**src/rtl/sar_seq_pkg.sv**
```systemverilog
package sar_seq_pkg;
  typedef enum logic [1:0] {
    PH_IDLE    = 2'd0,
    PH_SAMPLE  = 2'd1,
    PH_COMPARE = 2'd2,
    PH_CLOSE   = 2'd3
  } phase_e;
endpackage

```
**src/rtl/sar_tick_timer.sv**
```systemverilog
// Down-counter that measures one phase in ticks; expired when it reaches zero.
module sar_tick_timer #(
  parameter int CNT_W = 5
) (
  input  logic             clk,
  input  logic             rst_n,
  input  logic             load_i,
  input  logic [CNT_W-1:0] load_val_i,
  output logic             zero_o
);
  logic [CNT_W-1:0] cnt_q, cnt_d;
  logic             cnt_en;

  always_comb begin
    cnt_en = load_i || (cnt_q != '0);
    cnt_d  = load_i ? load_val_i : (cnt_q - 1'b1);
  end

  always_ff @(posedge clk or negedge rst_n) begin
    if (!rst_n)      cnt_q <= '0;
    else if (cnt_en) cnt_q <= cnt_d;
  end

  assign zero_o = (cnt_q == '0);
endmodule

```
**src/rtl/sar_phase_fsm.sv**
```systemverilog
// Walks sampling, comparison and closing phases; mode is latched at start.
module sar_phase_fsm
  import sar_seq_pkg::*;
#(
  parameter int RES_WIDTH            = 10,
  parameter int RES_NARROW           = 8,
  parameter int SAMPLE_FIRST_TICKS   = 8,
  parameter int SAMPLE_NEXT_TICKS    = 5,
  parameter int CMP_FIRST_NOSH_TICKS = 4,
  parameter int CMP_TICKS            = 5,
  parameter int CLOSE_NOSH_TICKS     = 16,
  parameter int CLOSE_SH_TICKS       = 8,
  parameter int CNT_W                = 5,
  parameter int IDX_W                = 4
) (
  input  logic             clk,
  input  logic             rst_n,
  input  logic             start_i,
  input  logic             sh_en_i,
  input  logic             res_wide_i,
  input  logic             tmr_zero_i,
  output phase_e           phase_o,
  output logic             load_o,
  output logic [CNT_W-1:0] load_val_o,
  output logic [IDX_W-1:0] bit_idx_o,
  output logic [IDX_W-1:0] init_idx_o,
  output logic             sar_init_o,
  output logic             sar_step_o,
  output logic             capture_o
);
  localparam logic [IDX_W-1:0] IDX_WIDE   = IDX_W'(RES_WIDTH - 1);
  localparam logic [IDX_W-1:0] IDX_NARROW = IDX_W'(RES_NARROW - 1);
  localparam logic [CNT_W-1:0] LV_SAMP1   = CNT_W'(SAMPLE_FIRST_TICKS - 1);
  localparam logic [CNT_W-1:0] LV_SAMPN   = CNT_W'(SAMPLE_NEXT_TICKS - 1);
  localparam logic [CNT_W-1:0] LV_CMP1NS  = CNT_W'(CMP_FIRST_NOSH_TICKS - 1);
  localparam logic [CNT_W-1:0] LV_CMP     = CNT_W'(CMP_TICKS - 1);
  localparam logic [CNT_W-1:0] LV_CLS_NS  = CNT_W'(CLOSE_NOSH_TICKS - 1);
  localparam logic [CNT_W-1:0] LV_CLS_SH  = CNT_W'(CLOSE_SH_TICKS - 1);

  phase_e           phase_q, phase_d;
  logic [IDX_W-1:0] bit_q, bit_d;
  logic             first_q, first_d;
  logic             sh_q, sh_d;
  logic             reg_en;

  assign init_idx_o = res_wide_i ? IDX_WIDE : IDX_NARROW;

  always_comb begin
    phase_d    = phase_q;
    bit_d      = bit_q;
    first_d    = first_q;
    sh_d       = sh_q;
    load_o     = 1'b0;
    load_val_o = '0;
    sar_init_o = 1'b0;
    sar_step_o = 1'b0;
    capture_o  = 1'b0;
    unique case (phase_q)
      PH_IDLE: begin
        if (start_i) begin
          phase_d    = PH_SAMPLE;
          sh_d       = sh_en_i;
          bit_d      = init_idx_o;
          first_d    = 1'b1;
          load_o     = 1'b1;
          load_val_o = LV_SAMP1;
          sar_init_o = 1'b1;
        end
      end
      PH_SAMPLE: begin
        if (tmr_zero_i) begin
          phase_d    = PH_COMPARE;
          load_o     = 1'b1;
          load_val_o = (first_q && !sh_q) ? LV_CMP1NS : LV_CMP;
        end
      end
      PH_COMPARE: begin
        if (tmr_zero_i) begin
          sar_step_o = 1'b1;
          first_d    = 1'b0;
          load_o     = 1'b1;
          if (bit_q == '0) begin
            phase_d    = PH_CLOSE;
            load_val_o = sh_q ? LV_CLS_SH : LV_CLS_NS;
          end else begin
            bit_d = bit_q - 1'b1;
            if (sh_q) begin
              load_val_o = LV_CMP;
            end else begin
              phase_d    = PH_SAMPLE;
              load_val_o = LV_SAMPN;
            end
          end
        end
      end
      PH_CLOSE: begin
        if (tmr_zero_i) begin
          phase_d   = PH_IDLE;
          capture_o = 1'b1;
        end
      end
      default: phase_d = PH_IDLE;
    endcase
  end

  assign reg_en = (phase_q != PH_IDLE) || start_i;

  always_ff @(posedge clk or negedge rst_n) begin
    if (!rst_n) begin
      phase_q <= PH_IDLE;
      bit_q   <= '0;
      first_q <= 1'b0;
      sh_q    <= 1'b0;
    end else if (reg_en) begin
      phase_q <= phase_d;
      bit_q   <= bit_d;
      first_q <= first_d;
      sh_q    <= sh_d;
    end
  end

  assign phase_o   = phase_q;
  assign bit_idx_o = bit_q;
endmodule

```
**src/rtl/sar_approx_reg.sv**
```systemverilog
// Trial code register, result register and completion pulse.
module sar_approx_reg #(
  parameter int RES_WIDTH = 10,
  parameter int IDX_W     = 4
) (
  input  logic                 clk,
  input  logic                 rst_n,
  input  logic                 init_i,
  input  logic [IDX_W-1:0]     init_idx_i,
  input  logic                 step_i,
  input  logic [IDX_W-1:0]     step_idx_i,
  input  logic                 cmp_i,
  input  logic                 capture_i,
  output logic [RES_WIDTH-1:0] trial_o,
  output logic [RES_WIDTH-1:0] result_o,
  output logic                 done_o
);
  logic [RES_WIDTH-1:0] trial_q, trial_d, result_q;
  logic                 trial_en, done_q;

  always_comb begin
    trial_d = trial_q;
    for (int i = 0; i < RES_WIDTH; i++) begin
      if (init_i) begin
        trial_d[i] = (i == int'(init_idx_i));
      end else if (step_i) begin
        if (i == int'(step_idx_i))                               trial_d[i] = cmp_i;
        else if ((step_idx_i != '0) && (i == int'(step_idx_i) - 1)) trial_d[i] = 1'b1;
      end
    end
  end

  assign trial_en = init_i || step_i;

  always_ff @(posedge clk or negedge rst_n) begin
    if (!rst_n)        trial_q <= '0;
    else if (trial_en) trial_q <= trial_d;
  end

  always_ff @(posedge clk or negedge rst_n) begin
    if (!rst_n)         result_q <= '0;
    else if (capture_i) result_q <= trial_q;
  end

  always_ff @(posedge clk or negedge rst_n) begin
    if (!rst_n) done_q <= 1'b0;
    else        done_q <= capture_i;
  end

  assign trial_o  = trial_q;
  assign result_o = result_q;
  assign done_o   = done_q;
endmodule

```
**src/rtl/sar_conv_sequencer.sv**
```systemverilog
module sar_conv_sequencer
  import sar_seq_pkg::*;
#(
  parameter int RES_WIDTH            = 10,
  parameter int RES_NARROW           = 8,
  parameter int SAMPLE_FIRST_TICKS   = 8,
  parameter int SAMPLE_NEXT_TICKS    = 5,
  parameter int CMP_FIRST_NOSH_TICKS = 4,
  parameter int CMP_TICKS            = 5,
  parameter int CLOSE_NOSH_TICKS     = 16,
  parameter int CLOSE_SH_TICKS       = 8
) (
  input  logic                 clk,
  input  logic                 rst_n,
  input  logic                 start_i,
  input  logic                 sh_en_i,
  input  logic                 res_wide_i,
  input  logic                 cmp_i,
  output logic                 sample_en_o,
  output logic                 cmp_strobe_o,
  output logic [RES_WIDTH-1:0] dac_code_o,
  output logic                 busy_o,
  output logic                 done_o,
  output logic [RES_WIDTH-1:0] result_o
);
  localparam int MAX_TICKS = (CLOSE_NOSH_TICKS > SAMPLE_FIRST_TICKS) ? CLOSE_NOSH_TICKS
                                                                    : SAMPLE_FIRST_TICKS;
  localparam int CNT_W = $clog2(MAX_TICKS) + 1;
  localparam int IDX_W = $clog2(RES_WIDTH);

  logic             rst_s1_q, rst_s2_q;
  phase_e           phase;
  logic             tmr_load, tmr_zero;
  logic [CNT_W-1:0] tmr_val;
  logic [IDX_W-1:0] bit_idx, init_idx;
  logic             sar_init, sar_step, capture;

  // reset asserts at once, leaves on a clock edge
  always_ff @(posedge clk or negedge rst_n) begin
    if (!rst_n) begin
      rst_s1_q <= 1'b0;
      rst_s2_q <= 1'b0;
    end else begin
      rst_s1_q <= 1'b1;
      rst_s2_q <= rst_s1_q;
    end
  end

  sar_tick_timer #(.CNT_W(CNT_W)) u_timer (
    .clk        (clk),
    .rst_n      (rst_s2_q),
    .load_i     (tmr_load),
    .load_val_i (tmr_val),
    .zero_o     (tmr_zero)
  );

  sar_phase_fsm #(
    .RES_WIDTH            (RES_WIDTH),
    .RES_NARROW           (RES_NARROW),
    .SAMPLE_FIRST_TICKS   (SAMPLE_FIRST_TICKS),
    .SAMPLE_NEXT_TICKS    (SAMPLE_NEXT_TICKS),
    .CMP_FIRST_NOSH_TICKS (CMP_FIRST_NOSH_TICKS),
    .CMP_TICKS            (CMP_TICKS),
    .CLOSE_NOSH_TICKS     (CLOSE_NOSH_TICKS),
    .CLOSE_SH_TICKS       (CLOSE_SH_TICKS),
    .CNT_W                (CNT_W),
    .IDX_W                (IDX_W)
  ) u_fsm (
    .clk        (clk),
    .rst_n      (rst_s2_q),
    .start_i    (start_i),
    .sh_en_i    (sh_en_i),
    .res_wide_i (res_wide_i),
    .tmr_zero_i (tmr_zero),
    .phase_o    (phase),
    .load_o     (tmr_load),
    .load_val_o (tmr_val),
    .bit_idx_o  (bit_idx),
    .init_idx_o (init_idx),
    .sar_init_o (sar_init),
    .sar_step_o (sar_step),
    .capture_o  (capture)
  );

  sar_approx_reg #(.RES_WIDTH(RES_WIDTH), .IDX_W(IDX_W)) u_sar (
    .clk        (clk),
    .rst_n      (rst_s2_q),
    .init_i     (sar_init),
    .init_idx_i (init_idx),
    .step_i     (sar_step),
    .step_idx_i (bit_idx),
    .cmp_i      (cmp_i),
    .capture_i  (capture),
    .trial_o    (dac_code_o),
    .result_o   (result_o),
    .done_o     (done_o)
  );

  assign busy_o       = (phase != PH_IDLE);
  assign sample_en_o  = (phase == PH_SAMPLE);
  assign cmp_strobe_o = (phase == PH_COMPARE) && tmr_zero;
endmodule

```
**config.mk**
```make
export PLATFORM = sky130hd
export DESIGN_NAME = sar_conv_sequencer
export DESIGN_NICKNAME = d
export VERILOG_FILES = /design/src/rtl/sar_seq_pkg.sv /design/src/rtl/sar_tick_timer.sv /design/src/rtl/sar_phase_fsm.sv /design/src/rtl/sar_approx_reg.sv /design/src/rtl/sar_conv_sequencer.sv
export SDC_FILE = /design/constraint.sdc
export NUM_CORES = 1
export LEC_CHECK = 0
export ABC_AREA = 1
export CAP_MARGIN = 20
export CORE_ASPECT_RATIO = 1.4
export CORE_MARGIN = 1
export CORE_UTILIZATION = 40
export CTS_CLUSTER_SIZE = 12
export DETAILED_ROUTE_END_ITERATION = 8
export DONT_BUFFER_PORTS = 1
export MAX_ROUTING_LAYER = met4
export PLACE_DENSITY_LB_ADDON = 0.25
export SYNTH_ARGS = -nofsm -noshare
export SYNTH_HDL_FRONTEND = slang
export SYNTH_SLANG_ARGS = --single-unit
```
**constraint.sdc**
```tcl
create_clock -name clk -period 3.05 [get_ports clk]
set_clock_uncertainty 0.1 [all_clocks]
set_input_delay 0.305 -clock clk [delete_from_list [all_inputs] [get_ports clk]]
set_output_delay 0.305 -clock clk [all_outputs]
set_load 0.02 [all_outputs]
```
==> summary.txt <==
Synthesis
  • Xor and xnor fraction of the mapped netlist area: 1.23%
  • Post-synth ARST share: 100%
  • Post-Syn Nets: 297
  • Area share of the largest cell type after synthesis: 42.2%
  • Synth Area in Simple Gates: a little under 30%
  • Adder-cell share of the synthesized area: 7.03%
  • Number of flops mapped to enable cells by yosys: 0
  • Synth Cell Area: approximately 2100 sq um
  • Distinct cells, synth: 28
  • Post-synth top cells: 82 x nand2_1, 36 x dfrtp_1, 33 x inv_1, 23 x nor2_1, 21 x nand3_1
  • Most common cell in the netlist: nand2_1
  • Synth area leader: dfrtp_1
  • Synth Flop Type: dfrtp_1
  • Top post-synthesis cells by area: dfrtp_1 42%, nand2_1 14%, ha_1 7.0%, inv_1 5.8%, nand3_1 4.9%
  • Mux cell area share after synthesis: 0%
  • Avg Cell Area, Syn: 7.65 sq um
  • Seq/Total Area, Yosys: approximately 42%
  • Syn Inst Count: approximately 280
  • Largest family of logic cells by synthesized area: simple AND/OR/NAND/NOR gates
  • Compound-Gate Fraction of Synth Area: 11.8%
  • Yosys reg bits: 36
  • Ys Warns: 0

Worst setup path
  • Bufs and invs on worst path: 2
  • Kind of critical path: reg -> out
  • Setup crit start kind: flop
  • Worst path arrival time: 1670 ps
  • Flop-to-flop setup slack: between 1000 and 1500 ps
  • Cell Chain, Critical Path: inv_1 > ha_1 > inv_2 > nor2_2
  • Reg2reg start: u_fsm.phase_o[0]
  • Crit-path leading delay family: flip-flops
  • Worst r2r dst: u_sar.trial_o[5]
  • CP max stage delay: 430 ps
  • Crit-path slowest cell: dfrtp_1
  • Worst Setup End Kind: output port
  • Worst-path fanout max: 8
  • Reg2reg path depth: 7
  • WP data required: 2640 ps

Power
  • Sequential share of power: 38.5%
  • Worst VDD drop: between 0.0003 and 0.0004 V
  • Sw power: about 1300 uW
  • Switching part of the total power: between 40 and 50%
  • P_int: approximately 1300 uW
  • Clock network fraction of total power: 15.9%
  • LEAKAGE: 0.00118 uW
  • Pwr Density: about 1100 nW/um^2
  • Comb power frac: 45.6%

Place
  • Count of input and output buffers: 0
  • Pre-CTS setup slack: 1070 ps
  • Detailed placer's ending HPWL: 3370 um
  • Placed cell area: 2190 sq um
  • Final Wtd Congestion: about 0.86
  • Cells after DPL: roughly 340

GRT
  • Largest net degree at the start of global routing: 35
  • Vias in the first global route: 1,600
  • First-pass GRT wire length: ~7600 um
  • Initial antenna violation count: 0
  • GRT Util Overall: 18.1%
  • Total grt overflow: 0

Timing
  • Final worst setup slack: 977 ps
  • Max Freq: 482 MHz
  • Setup TNS: 0 ps
  • Slew Limit Fails: 0
  • Final hold viol count: 0
  • Unrepaired setup endpoints after global routing: no
  • Final Hold Slack: 61.5 ps
  • Shortest period the worst path allows: ~2100 ps
  • Endpoints failing setup: 0
  • Tcrit/Tclk final: 68.0%

Floorplan
  • Core Region: 5160 sq um
  • Die Area: 5640 sq um
  • IO Count: 30
  • Die H: 88.4 um
  • Starting Density: 41.4%
  • Die X: roughly 64 um
  • Site Rows: 31

Layout
  • Layout cells sized above 1: a little over a tenth
  • Antenna diodes: 0
  • FILL cells: 522
  • Final #Nets: 302
  • Finished Layout Cells: 351
  • Synth-to-layout area growth: 8.27%
  • Final Cell Area: ~2300 sq um

Detailed routing
  • Vias: 1,716
  • Final wirelength: 4450 um
  • Avg WL per Cell: 12.7 um
  • Pre-Repair DR Iteration Count: 4
  • Drt initial violations: between 90 and 100
  • Final ANT Viol Nets: 0
  • Vias/cell: ~4.9
  • DR DRC count: 0

Min path
  • Worst Hold Class: in -> reg
  • Min-Delay Path Depth: 2
  • Hold endpoint: u_fsm.sh_q
  • Hold_sp: sh_en_i

Clock tree
  • TritonCTS buffer count: 5
  • Worst skew pair latency: 280 ps
  • CTS tree: yes
  • Clk buf depth: 2
  • Clock sinks: 36
  • Root buf cell: clkbuf_8
  • Clock-pin transition on the worst setup and hold timing paths: around 70 ps
  • CTS H-tree lvls: 2

Flow run
  • Max-cap viol count: 0

Outcome
  • Outcome: completed
## how the worst max path moves through the flow
stage | from | to | slack [ps] | cells after the start
after floorplan | u_fsm.phase_o[0] | u_sar.trial_o[0] | 1380 | 7
after global placement | u_fsm.phase_o[0] | u_sar.trial_o[0] | 1140 | 7
after detailed placement | u_fsm.phase_o[0] | u_sar.trial_o[5] | 1070 | 7
after CTS | u_fsm.phase_o[0] | cmp_strobe_o | 970 | 4
after global routing | u_fsm.phase_o[0] | u_sar.trial_o[8] | 830 | 9
final | u_fsm.phase_o[0] | cmp_strobe_o | 980 | 4
## state kept, by name, summed over array words and instances (netlist names)
signal	flops
u_sar.result_o	10
u_sar.trial_o	10
u_timer.cnt_q	5
u_fsm.bit_idx_o	4
u_fsm.phase_o	2
rst_s1_q	1
rst_s2_q	1
u_fsm.first_q	1
u_fsm.sh_q	1
u_sar.done_o	1
## layout make-up
cell class                      instances  area, sq um  area share (%)
Tap cell                               66         82.6            3.57
Timing Repair Buffer                    2         17.5           0.758
Clock inverter                          3         42.5            1.84
Multi-Input combinational cell        200         1050            45.5
Clock buffer                            5         68.8            2.98
Inverter                               39          146            6.33
Sequential cell                        36          901            39.0
## what timing repair did
| action | 4_1_cts | 5_1_grt |
|---|---|---|
| endpoints found under the hold margin | 2 | 0 |
| gates resized for setup | 0 | 0 |
| setup buffers | 0 | 0 |
| hold buffers | 1 | 0 |
## metrics by stage
| step | total power [uW] | util [%] |
|---|---|---|
| 3_5_place_dp | 2220 | 42.4 |
| 2_1_floorplan | 1980 | - |
| 6_report | 2630 | 44.8 |
| 5_1_grt | 2900 | 44.8 |
| 4_1_cts | 2660 | 44.8 |
| 3_3_place_gp | 2210 | 42.4 |
## cells in the final DEF (no fill, tap or decap), types with 2 or more instances in the layout
cell type   n
xor2_1      2
nor2_4      3
nand4_1     2
a21oi_1    12
o21ai_0    19
o21ai_2     6
a31oi_1     2
nor3_1      2
inv_1      33
nor2_2      3
ha_1       12
dfrtp_1    36
nand3_1    21
nor2_1     23
clkbuf_8    5
nand2_1    82
inv_2       6
nand3b_1    3
## logic make-up after synthesis
logic type	after synthesis
AO/OA/AOI/OAI	42
adder cells (fa/ha/maj)	12
other	1
buffers and inverters	43
AND/OR/NAND/NOR	142
flip-flops	36
XOR/XNOR	3
## power by group through the flow
| stage | sequential [uW] | combinational [uW] | clock, uW |
|---|---|---|---|
| 6_report | 1010 | 1200 | 419 |
| 5_1_grt | 1050 | 1400 | 452 |
| 3_3_place_gp | 1020 | 1190 | 0 |
| 3_5_place_dp | 1020 | 1200 | 0 |
| 4_1_cts | 1010 | 1210 | 436 |
| 2_1_floorplan | 963 | 1020 | 0 |
## layer usage
metal  vias up  global-route usage, %  share of wire (%)
li1        891                      -                  -
met1       783                   20.7                 45
met2        35                   29.7                 48
met3         7                   4.64                4.2
met4         0                   8.47                2.2
met5         -                      -                  0
No activity file was read; power rests on OpenSTA's default activity.
